**src/rtl/gpio_mp_pkg.sv**
```systemverilog
package gpio_mp_pkg;
  localparam int unsigned ADDR_W = 12;
  localparam int unsigned DATA_W = 32;

  localparam logic [ADDR_W-1:0] OFS_DIR   = 12'h400;
  localparam logic [ADDR_W-1:0] OFS_SENSE = 12'h404;
  localparam logic [ADDR_W-1:0] OFS_BOTH  = 12'h408;
  localparam logic [ADDR_W-1:0] OFS_EVENT = 12'h40C;
  localparam logic [ADDR_W-1:0] OFS_MASK  = 12'h410;
  localparam logic [ADDR_W-1:0] OFS_RAW   = 12'h414;
  localparam logic [ADDR_W-1:0] OFS_MIS   = 12'h418;
  localparam logic [ADDR_W-1:0] OFS_ICLR  = 12'h41C;
  localparam logic [ADDR_W-1:0] OFS_IDLO  = 12'hFD0;

  // index into the configuration register bank of the interrupt unit
  localparam int unsigned CFG_SENSE = 0;
  localparam int unsigned CFG_BOTH  = 1;
  localparam int unsigned CFG_EVENT = 2;
  localparam int unsigned CFG_MASK  = 3;
  localparam int unsigned CFG_NUM   = 4;

  typedef enum logic [3:0] {
    RG_NONE, RG_DATA, RG_DIR, RG_SENSE, RG_BOTH, RG_EVENT,
    RG_MASK, RG_RAW, RG_MIS, RG_ICLR, RG_ID
  } region_e;
endpackage

```
**src/rtl/gpio_mp_sync.sv**
```systemverilog
module gpio_mp_sync #(
  parameter int unsigned WIDTH = 8
) (
  input  logic             clk,
  input  logic             rst_n,
  input  logic [WIDTH-1:0] async_in,
  output logic [WIDTH-1:0] sync_out
);
  for (genvar g = 0; g < WIDTH; g++) begin : g_bit
    logic [1:0] stage_q;
    always_ff @(posedge clk or negedge rst_n) begin
      if (!rst_n) stage_q <= '0;
      else        stage_q <= {stage_q[0], async_in[g]};
    end
    assign sync_out[g] = stage_q[1];
  end
endmodule

```
**src/rtl/gpio_mp_data.sv**
```systemverilog
module gpio_mp_data #(
  parameter int unsigned NPIN = 8
) (
  input  logic            clk,
  input  logic            rst_n,
  input  logic [NPIN-1:0] dir,
  input  logic [NPIN-1:0] sync_in,
  input  logic            wr_en,
  input  logic [NPIN-1:0] wr_mask,
  input  logic [NPIN-1:0] wr_data,
  output logic [NPIN-1:0] data_q,
  output logic [NPIN-1:0] pin_out
);
  logic [NPIN-1:0] data_d;
  logic [NPIN-1:0] upd_bits;

  always_comb begin
    upd_bits = wr_en ? (wr_mask & dir) : '0;
    data_d   = (data_q & dir) | (sync_in & ~dir);
    data_d   = (data_d & ~upd_bits) | (wr_data & upd_bits);
  end

  always_ff @(posedge clk or negedge rst_n) begin
    if (!rst_n) data_q <= '0;
    else        data_q <= data_d;
  end

  for (genvar g = 0; g < NPIN; g++) begin : g_drv
    assign pin_out[g] = dir[g] ? data_q[g] : 1'b1;
  end

  // output bits move only through a window write
  assert_out_hold_R3: assert property (@(posedge clk) disable iff (!rst_n)
    !wr_en |=> ((data_q & $past(dir)) == ($past(data_q) & $past(dir))));

  // input bits copy the synchronizer output one edge later
  assert_in_follow_R5: assert property (@(posedge clk) disable iff (!rst_n)
    1'b1 |=> ((data_q & ~$past(dir)) == ($past(sync_in) & ~$past(dir))));
endmodule

```
**src/rtl/gpio_mp_irq.sv**
```systemverilog
module gpio_mp_irq #(
  parameter int unsigned NPIN = 8,
  parameter int unsigned NCFG = 4
) (
  input  logic            clk,
  input  logic            rst_n,
  input  logic [NCFG-1:0] cfg_we,
  input  logic [NPIN-1:0] wr_data,
  input  logic            clr_en,
  input  logic [NPIN-1:0] raise,
  output logic [NPIN-1:0] cfg_q [NCFG],
  output logic [NPIN-1:0] raw_q
);
  for (genvar r = 0; r < NCFG; r++) begin : g_cfg
    always_ff @(posedge clk or negedge rst_n) begin
      if (!rst_n)         cfg_q[r] <= '0;
      else if (cfg_we[r]) cfg_q[r] <= wr_data;
    end
  end

  logic [NPIN-1:0] clr_bits;
  assign clr_bits = clr_en ? wr_data : '0;

  always_ff @(posedge clk or negedge rst_n) begin
    if (!rst_n) raw_q <= '0;
    else        raw_q <= (raw_q & ~clr_bits) | raise;
  end

  assert_raise_sets_R8: assert property (@(posedge clk) disable iff (!rst_n)
    1'b1 |=> ((raw_q & $past(raise)) == $past(raise)));

  assert_clear_drops_R8: assert property (@(posedge clk) disable iff (!rst_n)
    clr_en |=> ((raw_q & $past(wr_data) & ~$past(raise)) == '0));
endmodule

```
**src/rtl/gpio_mp_idrom.sv**
```systemverilog
module gpio_mp_idrom #(
  parameter int unsigned       ID_COUNT = 12,
  parameter logic [8*ID_COUNT-1:0] ID_VALUE = '0,
  localparam int unsigned      IDX_W    = $clog2(ID_COUNT + 1)
) (
  input  logic [IDX_W-1:0] idx,
  output logic [7:0]       id_byte
);
  logic [7:0] rom [ID_COUNT];
  for (genvar k = 0; k < ID_COUNT; k++) begin : g_rom
    assign rom[k] = ID_VALUE[8*k +: 8];
  end

  always_comb begin
    id_byte = '0;
    for (int k = 0; k < ID_COUNT; k++) begin
      if (idx == IDX_W'(k)) id_byte = rom[k];
    end
  end
endmodule

```
**src/rtl/gpio_mask_port.sv**
```systemverilog
module gpio_mask_port
  import gpio_mp_pkg::*;
#(
  parameter int unsigned NPIN     = 8,
  parameter int unsigned ID_COUNT = 12,
  parameter logic [8*ID_COUNT-1:0] ID_VALUE = 96'h916E4217_0008123C_00000000
) (
  input  logic              clk,
  input  logic              rst_n,
  input  logic              bus_sel,
  input  logic              bus_wr,
  input  logic [ADDR_W-1:0] bus_addr,
  input  logic [DATA_W-1:0] bus_wdata,
  output logic [DATA_W-1:0] bus_rdata,
  input  logic [NPIN-1:0]   pin_in,
  output logic [NPIN-1:0]   pin_out,
  input  logic [NPIN-1:0]   intr_raise,
  output logic [NPIN-1:0]   intr_sense,
  output logic [NPIN-1:0]   intr_both,
  output logic [NPIN-1:0]   intr_event
);
  localparam int unsigned IDX_W  = $clog2(ID_COUNT + 1);
  localparam int unsigned WIN_HI = NPIN + 2;  // first address bit above the window

  // ---------------- decode ----------------
  region_e region;
  always_comb begin
    region = RG_NONE;
    if (bus_addr[ADDR_W-1:WIN_HI] == '0) region = RG_DATA;
    else if (bus_addr >= OFS_IDLO)        region = RG_ID;
    else begin
      case (bus_addr)
        OFS_DIR:   region = RG_DIR;
        OFS_SENSE: region = RG_SENSE;
        OFS_BOTH:  region = RG_BOTH;
        OFS_EVENT: region = RG_EVENT;
        OFS_MASK:  region = RG_MASK;
        OFS_RAW:   region = RG_RAW;
        OFS_MIS:   region = RG_MIS;
        OFS_ICLR:  region = RG_ICLR;
        default:   region = RG_NONE;
      endcase
    end
  end

  logic wr_go, rd_go;
  assign wr_go = bus_sel && bus_wr;
  assign rd_go = bus_sel && !bus_wr;

  logic [NPIN-1:0] acc_mask;
  logic [NPIN-1:0] wr_byte;
  assign acc_mask = bus_addr[WIN_HI-1:2];
  assign wr_byte  = bus_wdata[NPIN-1:0];

  logic unused_bits;
  assign unused_bits = ^{bus_wdata[DATA_W-1:NPIN], bus_addr[1:0]};

  // ---------------- direction ----------------
  logic [NPIN-1:0] dir_q;
  always_ff @(posedge clk or negedge rst_n) begin
    if (!rst_n)                         dir_q <= '0;
    else if (wr_go && region == RG_DIR) dir_q <= wr_byte;
  end

  // ---------------- pins ----------------
  logic [NPIN-1:0] pin_sync;
  logic [NPIN-1:0] data_q;

  gpio_mp_sync #(.WIDTH(NPIN)) u_sync (
    .clk(clk), .rst_n(rst_n), .async_in(pin_in), .sync_out(pin_sync)
  );

  gpio_mp_data #(.NPIN(NPIN)) u_data (
    .clk(clk), .rst_n(rst_n), .dir(dir_q), .sync_in(pin_sync),
    .wr_en(wr_go && region == RG_DATA), .wr_mask(acc_mask), .wr_data(wr_byte),
    .data_q(data_q), .pin_out(pin_out)
  );

  // ---------------- interrupt registers ----------------
  logic [CFG_NUM-1:0] cfg_we;
  logic [NPIN-1:0]    cfg_q [CFG_NUM];
  logic [NPIN-1:0]    raw_q;

  always_comb begin
    cfg_we            = '0;
    cfg_we[CFG_SENSE] = wr_go && region == RG_SENSE;
    cfg_we[CFG_BOTH]  = wr_go && region == RG_BOTH;
    cfg_we[CFG_EVENT] = wr_go && region == RG_EVENT;
    cfg_we[CFG_MASK]  = wr_go && region == RG_MASK;
  end

  gpio_mp_irq #(.NPIN(NPIN), .NCFG(CFG_NUM)) u_irq (
    .clk(clk), .rst_n(rst_n), .cfg_we(cfg_we), .wr_data(wr_byte),
    .clr_en(wr_go && region == RG_ICLR), .raise(intr_raise),
    .cfg_q(cfg_q), .raw_q(raw_q)
  );

  assign intr_sense = cfg_q[CFG_SENSE];
  assign intr_both  = cfg_q[CFG_BOTH];
  assign intr_event = cfg_q[CFG_EVENT];

  // ---------------- identification ----------------
  logic [ADDR_W-1:0] id_off;
  logic [IDX_W-1:0]  id_idx;
  logic [7:0]        id_byte;
  assign id_off = bus_addr - OFS_IDLO;
  assign id_idx = IDX_W'(id_off >> 2);

  gpio_mp_idrom #(.ID_COUNT(ID_COUNT), .ID_VALUE(ID_VALUE)) u_id (
    .idx(id_idx), .id_byte(id_byte)
  );

  // ---------------- read mux ----------------
  logic [NPIN-1:0] rd_val;
  always_comb begin
    case (region)
      RG_DATA:  rd_val = data_q & acc_mask;
      RG_DIR:   rd_val = dir_q;
      RG_SENSE: rd_val = cfg_q[CFG_SENSE];
      RG_BOTH:  rd_val = cfg_q[CFG_BOTH];
      RG_EVENT: rd_val = cfg_q[CFG_EVENT];
      RG_MASK:  rd_val = cfg_q[CFG_MASK];
      RG_RAW:   rd_val = raw_q;
      RG_MIS:   rd_val = raw_q & cfg_q[CFG_MASK];
      RG_ID:    rd_val = NPIN'(id_byte);
      default:  rd_val = '0;
    endcase
  end
  assign bus_rdata = rd_go ? DATA_W'(rd_val) : '0;

  assert_dir_store_R4: assert property (@(posedge clk) disable iff (!rst_n)
    (bus_sel && bus_wr && bus_addr == OFS_DIR) |=> (dir_q == $past(bus_wdata[NPIN-1:0])));

  assert_nosel_keeps_dir_R11: assert property (@(posedge clk) disable iff (!rst_n)
    !bus_sel |=> $stable(dir_q));
endmodule

```
**config.mk**
```make
export PLATFORM = sky130hd
export DESIGN_NAME = gpio_mask_port
export DESIGN_NICKNAME = d
export VERILOG_FILES = /design/src/rtl/gpio_mp_pkg.sv /design/src/rtl/gpio_mp_sync.sv /design/src/rtl/gpio_mp_data.sv /design/src/rtl/gpio_mp_irq.sv /design/src/rtl/gpio_mp_idrom.sv /design/src/rtl/gpio_mask_port.sv
export SDC_FILE = /design/constraint.sdc
export NUM_CORES = 1
export LEC_CHECK = 0
export ABC_AREA = 1
export BUFFER_PORTS_ARGS = -buffer_cell sky130_fd_sc_hd__buf_4
export CAP_MARGIN = 25
export CORE_ASPECT_RATIO = 0.6
export CORE_MARGIN = 4
export CORE_UTILIZATION = 40
export CTS_BUF_LIST = sky130_fd_sc_hd__clkbuf_4 sky130_fd_sc_hd__clkbuf_8
export DETAILED_ROUTE_END_ITERATION = 8
export REMOVE_ABC_BUFFERS = 1
export SYNTH_ARGS = -nofsm -noshare
export SYNTH_HDL_FRONTEND = slang
export SYNTH_SLANG_ARGS = --single-unit
```
**constraint.sdc**
```tcl
create_clock -name clk -period 1.76 [get_ports clk]
set_input_delay 0.088 -clock clk [delete_from_list [all_inputs] [get_ports clk]]
set_output_delay 0.088 -clock clk [all_outputs]
set_load 0.01 [all_outputs]
```
==> flow_summary.json <==
{
  "synthTopCellsByArea": "dfrtp_1, nand2_1, nand3_1",
  "drc_errors": 0,
  "grt_pass1_wl_um": 20010,
  "clock-sinks": 72,
  "yosysWarnings": 0,
  "rows": 29,
  "syn_area_um2": 4502,
  "path_common_cell": "inv_1",
  "core_region_area_um2": 10780,
  "hold_violations": 0,
  "cap_violations": 0,
  "wl_per_cell_um": 15.88,
  "synth-seq-cells": 72,
  "io_buffers": 79,
  "tns_ns": 0,
  "post-route-period-util_pct": 91.48,
  "clk_latency_ns": 0.36,
  "drive_above_1_share_pct": 28.78,
  "grt_max_degree": 44,
  "fill_cells": 1036,
  "ir_worst_vdd_mv": 0.3268,
  "ys_seq_area_share_pct": 40.02,
  "grt_overflow": 0,
  "cp-start-kind": "flop",
  "grt_usage_pct": 19.13,
  "crit_slowest_cell": "dfrtp_1",
  "outcome": "completed",
  "dieArea_um2": 13070,
  "cts.path.max_buffers": 2,
  "p_leak_nw": 2.780,
  "crit_path_end_kind": "primary output",
  "final_nets": 681,
  "cp_max_fo": 4,
  "drtIter0Drc": 375,
  "finClkSkew_ns": 0.006211,
  "place_hpwl_um": 9136,
  "setup_viol": 0,
  "diodes": 0,
  "yosys.area.top_type": "dfrtp_1",
  "antenna_found_initial": 0,
  "vias": 3763,
  "ys.flop_type": "dfrtp_1",
  "multi_input_area_um2": 2091,
  "synth_common_cells": "nand2_1, nand3_1, dfrtp_1",
  "post-route-min-period_ns": 1.610,
  "gp_congestion": 0.8803,
  "path_buf_inv": 3,
  "vias_per_cell": 4.945,
  "path_delay_family": "flip-flops",
  "synth_most_common_cell": "nand2_1",
  "dieWidth_um": 145.0,
  "final_core_util_pct": 49.63,
  "netlist_instances": 535,
  "totalWireLength_um": 12090,
  "cts_buffers": 9,
  "worstSetupPathType": "flop to primary output",
  "start_util_pct": 41.77,
  "async_reset_ff_share_pct": 100.0,
  "regArea_um2": 1802,
  "root_buffer": "clkbuf_8",
  "cts_resized": 0,
  "p_per_area_nw_per_um2": 679.8,
  "ant_nets": 0,
  "clk_pin_slew_ns": 0.08,
  "synth_top_cell_area_share_pct": 40.02,
  "pin_count": 128,
  "avgSynthCellArea_um2": 8.415,
  "grt_pass1_vias": 3550,
  "timing.fmax_ghz": 0.6211,
  "crit_arrival_ns": 1.52,
  "rsz0062_at_grt": "no",
  "critical-path-max-stage-delay_ns": 0.40,
  "slew_violations": 0,
  "synth_edf_count": 0,
  "worstHoldPathType": "primary input to flop",
  "cts_tree": "yes",
  "worstPathRequired_ns": 1.67,
  "fp.dieH_um": 90.18,
  "syn_to_final_growth_pct": 18.82,
  "drt-pass1-iter-count": 4,
  "worstPathCellList": "inv_1 -> o21ai_1 -> nor2_1 -> nand3_1 -> nand2_1 -> inv_1 -> buf_4",
  "cts-htree-levels": 3,
  "yosysUniqueCellTypes": 29
}
## cells in the final DEF, fill, tap and decap left out, types with 10 or more instances in the layout
cell | synthesis | routed
o21ai_0 | 10 | 10
dfrtp_1 | 72 | 72
conb_1 | 1 | 24
nand3_1 | 78 | 78
clkbuf_8 | 0 | 10
o21ai_2 | 28 | 28
nor2_1 | 28 | 28
nand2_1 | 128 | 128
inv_1 | 44 | 44
dlygate4sd3_1 | 0 | 25
buf_4 | 50 | 82
o21ai_1 | 15 | 15
## cell type report
type	instances	area share [%]
Clock buffer	10	2.573
Multi-Input combinational cell	375	39.09
Clock inverter	6	0.9591
Sequential cell	72	33.68
Timing Repair Buffer	109	16.94
Inverter	50	3.509
Tap cell	139	3.251
## kinds of logic (layout without fill, tap and decap cells)
family                 count (synthesis)  in the layout  share of synthesized area [%]
AND/OR/NAND/NOR                      286            286                          33.91
AO/OA/AOI/OAI                         65             65                          10.53
flip-flops                            72             72                          40.02
other                                  1             24                        0.08330
buffers and inverters                111            175                          15.45
## routing by layer
metal  up-vias  track usage [%]  routed length (µm)
met5         -                0                   0
met4         0            3.241                  82
met3         9            4.623                 855
met2       148            25.90                4972
met1      1760            30.65                6178
li1       1846                -                   -
## through the flow
step | worst slack (ns) | instance area (µm²) | hold slack (ns) | std cells | total power, mW
after floorplan | 0.3150 | 4080 | -0.2076 | 497 | 2.056
after global placement | 0.2505 | 4910 | 0.05129 | 720 | 2.341
after detailed placement | 0.2597 | 4910 | 0.05703 | 720 | 2.353
after CTS | 0.1390 | 5349 | 0.06808 | 761 | 3.680
after global routing | 0.04988 | 5349 | 0.06654 | 761 | 3.815
final | 0.1500 | 5349 | 0.08569 | 761 | 3.636
## worst paths after layout
kind / startpoint / endpoint / slack, ns / cells after the start
max in group asynchronous: rst_n / u_irq.cfg_q[26] / 0.97 / 3
setup / recovery: dir_q[6] / bus_rdata[6] / 0.15 / 7
hold / removal: bus_addr[8] / flop / 0.09 / 3
setup reg to reg: dir_q[1] / flop / 0.78 / 4
hold reg to reg: u_sync.g_bit[3].stage_q[0] / u_sync.g_bit[3].stage_q[1] / 0.35 / 0
min in group asynchronous: rst_n / u_irq.raw_q[4] / 0.21 / 2
## power by group
group | internal (mW) | switching (mW)
clock | 0.567 | 0.705
combinational | 0.265 | 0.330
sequential | 1.72 | 0.0484
## tightest hold or removal path: stages
cell      delay, ns
buf_4          0.13
nand3_1        0.10
o211ai_1       0.09
## repair_timing
item,in CTS,in global routing
setup buffers,0,0
hold buffers,25,0
hold endpoints to repair,54,0
(Power assumes the default switching activity.)
